$ cat src/rtl/iwc_pkg.sv
package iwc_pkg;
  typedef enum logic {
    MODE_MEM = 1'b0,
    MODE_IO  = 1'b1
  } iwc_mode_e;
endpackage

$ cat src/rtl/iwc_prescaler.sv
module iwc_prescaler #(
  parameter int LOG2 = 6
) (
  input  logic clk,
  input  logic rst_n,
  input  logic restart,
  input  logic run,
  output logic tick
);
  logic [LOG2-1:0] phase_q;

  assign tick = run && (phase_q == {LOG2{1'b1}});

  always_ff @(posedge clk) begin
    if (!rst_n || restart) phase_q <= '0;
    else if (run)          phase_q <= phase_q + 1'b1;
  end
endmodule

$ cat src/rtl/iwc_down_counter.sv
module iwc_down_counter #(
  parameter int W = 16
) (
  input  logic         clk,
  input  logic         rst_n,
  input  logic         load,
  input  logic [W-1:0] load_val,
  input  logic         dec,
  output logic [W-1:0] value,
  output logic         is_zero,
  output logic         at_last
);
  logic [W-1:0] cnt_q;

  assign value   = cnt_q;
  assign is_zero = (cnt_q == '0);
  assign at_last = (cnt_q <= W'(1));

  always_ff @(posedge clk) begin
    if (!rst_n)                cnt_q <= '0;
    else if (load)             cnt_q <= load_val;
    else if (dec && !is_zero)  cnt_q <= cnt_q - 1'b1;
  end
endmodule

$ cat src/rtl/iwc_stall_flag.sv
module iwc_stall_flag (
  input  logic clk,
  input  logic rst_n,
  input  logic set,
  input  logic wr,
  input  logic wr_data,
  output logic flag
);
  logic flag_q;

  assign flag = flag_q;

  always_ff @(posedge clk) begin
    if (!rst_n)              flag_q <= 1'b0;
    else if (set)            flag_q <= 1'b1;
    else if (wr && wr_data)  flag_q <= 1'b0;
  end
endmodule

$ cat src/rtl/dma_idle_wait_counter.sv
module dma_idle_wait_counter
  import iwc_pkg::*;
#(
  parameter  int CNT_W      = 16,
  parameter  int PRESC_LOG2 = 6,
  localparam int IVL_W      = CNT_W + PRESC_LOG2
) (
  input  logic             clk,
  input  logic             rst_n,
  input  logic             io_mode,
  input  logic [IVL_W-1:0] stall_interval,
  input  logic [CNT_W-1:0] req_delay,
  input  logic             own_release,
  input  logic             bus_grant,
  input  logic             clr_wr,
  input  logic             clr_data,
  output logic [CNT_W-1:0] wait_count,
  output logic             stall_flag,
  output logic             bus_req
);
  function automatic logic [CNT_W-1:0] stall_reload(input logic [IVL_W-1:0] ivl);
    return ivl[IVL_W-1:PRESC_LOG2];
  endfunction

  function automatic logic [CNT_W-1:0] pick_load(input iwc_mode_e m,
                                                 input logic [IVL_W-1:0] ivl,
                                                 input logic [CNT_W-1:0] dly);
    return (m == MODE_IO) ? stall_reload(ivl) : dly;
  endfunction

  iwc_mode_e mode;
  logic      active_q;
  logic      io_run, mem_run;
  logic      tick_ev, stall_ev, reload_ev, mem_dec, cnt_load, cnt_dec;
  logic      cnt_zero, cnt_last;
  logic [CNT_W-1:0] load_val;

  assign mode      = iwc_mode_e'(io_mode);
  assign reload_ev = own_release;

  assign io_run  = (mode == MODE_IO) && active_q && !bus_grant && !stall_flag && !own_release;
  assign mem_run = (mode == MODE_MEM) && active_q && !bus_grant && !own_release;

  assign stall_ev = tick_ev && cnt_last;
  assign mem_dec  = mem_run && !cnt_zero;
  assign cnt_load = reload_ev || stall_ev;
  assign cnt_dec  = mem_dec || (tick_ev && !stall_ev);
  assign load_val = pick_load(mode, stall_interval, req_delay);

  assign bus_req = (mode == MODE_MEM) && active_q && !bus_grant && cnt_zero;

  always_ff @(posedge clk) begin
    if (!rst_n)           active_q <= 1'b0;
    else if (own_release) active_q <= 1'b1;
    else if (bus_grant)   active_q <= 1'b0;
  end

  iwc_prescaler #(.LOG2(PRESC_LOG2)) u_presc (
    .clk     (clk),
    .rst_n   (rst_n),
    .restart (cnt_load),
    .run     (io_run),
    .tick    (tick_ev)
  );

  iwc_down_counter #(.W(CNT_W)) u_cnt (
    .clk      (clk),
    .rst_n    (rst_n),
    .load     (cnt_load),
    .load_val (load_val),
    .dec      (cnt_dec),
    .value    (wait_count),
    .is_zero  (cnt_zero),
    .at_last  (cnt_last)
  );

  iwc_stall_flag u_flag (
    .clk     (clk),
    .rst_n   (rst_n),
    .set     (stall_ev),
    .wr      (clr_wr),
    .wr_data (clr_data),
    .flag    (stall_flag)
  );
endmodule

$ cat config.mk
export PLATFORM = sky130hd
export DESIGN_NAME = dma_idle_wait_counter
export DESIGN_NICKNAME = d
export VERILOG_FILES = /design/src/rtl/iwc_pkg.sv /design/src/rtl/iwc_prescaler.sv /design/src/rtl/iwc_down_counter.sv /design/src/rtl/iwc_stall_flag.sv /design/src/rtl/dma_idle_wait_counter.sv
export SDC_FILE = /design/constraint.sdc
export NUM_CORES = 1
export LEC_CHECK = 0
export BUFFER_PORTS_ARGS = -buffer_cell sky130_fd_sc_hd__buf_2
export CAP_MARGIN = 25
export CORE_MARGIN = 2
export CORE_UTILIZATION = 46
export CTS_BUF_LIST = sky130_fd_sc_hd__clkbuf_2 sky130_fd_sc_hd__clkbuf_4 sky130_fd_sc_hd__clkbuf_8
export CTS_CLUSTER_DIAMETER = 100
export DETAILED_ROUTE_END_ITERATION = 10
export HOLD_SLACK_MARGIN = 0.1
export PLACE_DENSITY = 0.83
export SLEW_MARGIN = 10
export SYNTH_ARGS = -nofsm -noshare
export SYNTH_HDL_FRONTEND = slang
export SYNTH_HIERARCHICAL = 1
export SYNTH_SLANG_ARGS = --single-unit
$ cat constraint.sdc
create_clock -name clk -period 2.9 [get_ports clk]
set_input_delay 0.29 -clock clk [delete_from_list [all_inputs] [get_ports clk]]
set_output_delay 0.29 -clock clk [all_outputs]
set_load 0.005 [all_outputs]
==> impl_metrics.yaml <==
floorplanning:
  die_h_um: 63.6
  die_area_sq_mm: 0.00405
  die_w_um: 63.6
  initial_core_util_pct: 48.6
  ios: 63
  rows: 21
  core-area_sq_mm: 0.00336
yosys:
  synth_area_sq_mm: 0.00164
  synth_seq_area_share_pct: 29.4
  syn_inst: 187
  synth_top_area_cell: "dfxtp_1"
  synth_top_area_share_pct: 29.4
  synthArstFlopShare_pct: 0
  synth_flop_cell: "dfxtp_1"
  synth_warnings: 6
  syn_area_per_cell_sq_um: 8.75
  ys_types: 48
  yosys-top-cells-area: "dfxtp_1 29%, mux2_2 11%, o21ai_0 5.8%, a31oi_1 3.4%, nor2_1 2.8%"
  synth_edf_count: 0
  synth.most_common_cell: "dfxtp_1"
  synth_common_cells: "24 x dfxtp_1, 19 x o21ai_0, 16 x mux2_2, 12 x nor2_1, 9 x a31oi_1"
  syn-num-nets: 235
  synth_seq_cells: 24
routing:
  routed-via-count: 1760
  ant_nets: 0
  wirelength_um: 4320
  dr.first_iter.drc_count: 108
  wl_per_cell_um: 14.1
  post_drt_via_cell_ratio: 5.73
  drt_pass1_iterations: 4
  drc_errors: 0
timing:
  holdWs_ns: 0.158
  period_share_pct: 96.3
  slew_headroom_pct: 50.2
  final-max-slew-violation-count: 0
  worst_slew_pin_slew_ns: 0.745
  setup_viol: 0
  setup_ws_ns: 0.107
  fin_crit_ns: 2.79
  rsz0062_at_grt: "yes"
  final.setup.tns_ns: 0
  hold_viol: 0
  fmax_mhz: 358
  final.setup_skew_ns: 0.00522
clocking:
  insertion_delay_ns: 0.31
  cts-root-buf: "clkbuf_4"
  ctsHoldBuffers: 0
  cts_tree: "done"
  clk_path_buf_depth: 2
  cts.sink_count: 24
  cts_buffers: 3
  cts_max_level: 1
  cts.clk_slew.worst_paths_ns: 0.13
pwr:
  p_leak_nw: 0.928
  finalPower_w: 0.000762
  ir_drop_mv: 0.197
  p_per_area_mw_per_mm2: 350
global_route:
  grt_pass1_vias: 1594
  grt_use_total_pct: 20.7
  antenna_found_initial: 0
  grt_max_degree: 23
  grt-ovfl-total: 0
  grt_pass1_wl_um: 6790
setup_path:
  endpoint_kind: "flop"
  path_class: "reg -> reg"
  cp.arrival_ns: 2.98
  start_kind: "flop"
  worstPathRequired_ns: 3.08
  path_max_fanout: 8
placement:
  globalplace.congestion: 0.937
  port_buffers: 56
  hpwl_um: 3250
  pre_cts_slack_ns: -0.0352
  dp.cells: 302
flow_run:
  maxCapViolCount: 0
finish:
  drive_gt1_share_pct: 45.6
  multi_input_area_sq_mm: 0.00111
  regArea_sq_um: 483
  area_growth_syn_to_layout_pct: 33.0
  nNetsFinal: 310
  n_fill_cell: 298
  antenna_cells: 0
  final_cells: 307
run_status:
  status: "completed"
hold_path:
  worst_hold_path_type: "in -> reg"
-- report_power, final --
group	leakage (nW)	switching, W	internal, W
Combinational	0.708	0.000106	0.000115
Clock	0.0210	0.0000992	0.0000766
Sequential	0.198	0.0000165	0.000348
Total	0.928	0.000222	0.000540
-- layer usage --
metal	track usage, %	vias to the layer above	wire length (um)
met2	37.5	59	2260
met1	24.6	829	1810
met5	0	-	0
met3	2.14	4	211
li1	-	868	-
met4	8.42	0	44
-- path summary, 6_finish.rpt --
path	startpoint	to	slack, ns	cells after the start
setup / recovery	u_cnt/value[1]	u_cnt/value[13]	0.11	11
hold reg to reg	u_presc/phase_q[5]	u_presc/phase_q[5]	0.51	2
hold / removal	clr_data	u_flag/flag	0.16	2
setup reg to reg	u_cnt/value[1]	u_cnt/value[13]	0.11	11
-- repair_timing --
item / in CTS / in global routing
endpoints found under the setup margin: 2 / 5
setup buffers: 1 / 0
cloned: 0 / 0
resized for setup: 1 / 2
pin swaps: 4 / 2
-- flip-flops by register name, summed over array words and instances, names as in the netlist --
| register | flops |
|---|---|
| active_q | 1 |
| u_flag/flag | 1 |
| u_cnt/value | 16 |
| u_presc/phase_q | 6 |
-- worst max-delay path: stages, from the launching register on --
cell and delay, ns:
dfxtp_2 0.36, inv_2 0.06, ha_4 0.17, nor2b_4 0.12, or4b_4 0.22, nor2_4 0.04
o41ai_4 0.22, or3b_4 0.42, or4_4 0.48, buf_4 0.17, o41ai_1 0.27, a31oi_1 0.13
-- per-stage QoR --
step / utilization (%) / instance area (sq um)
final: 64.7 / 2170
after global routing: 64.7 / 2170
after CTS: 64.2 / 2160
after detailed placement: 62.9 / 2110
after global placement: 62.9 / 2110
after floorplan: - / 1670
-- cell families after synthesis --
family / after synthesis / synth area share [%]
xor+xnor: 4 / 2.14
fa+ha+maj: 3 / 2.30
buf+inv: 17 / 5.43
mux: 17 / 11.6
compound gates: 58 / 24.6
simple gates: 64 / 24.5
flops: 24 / 29.4
-- placed cells by master, fill, tap and decap left out, drive strengths merged, types with 7 or more instances in the layout --
| cell type | instances |
|---|---|
| inv | 7 |
| buf | 80 |
| a31oi | 9 |
| dfxtp | 24 |
| a21oi | 7 |
| o21ai | 20 |
| mux2 | 16 |
| nor2 | 12 |
-- area by class of cell --
type | count | share of cell area (%)
timing repair buffer | 80 | 21.2
sequential | 24 | 22.2
clock buffer | 4 | 1.67
tap | 46 | 2.65
inverter | 7 | 1.21
multi-input combinational | 146 | 51.1
(Power assumes the default switching activity.)
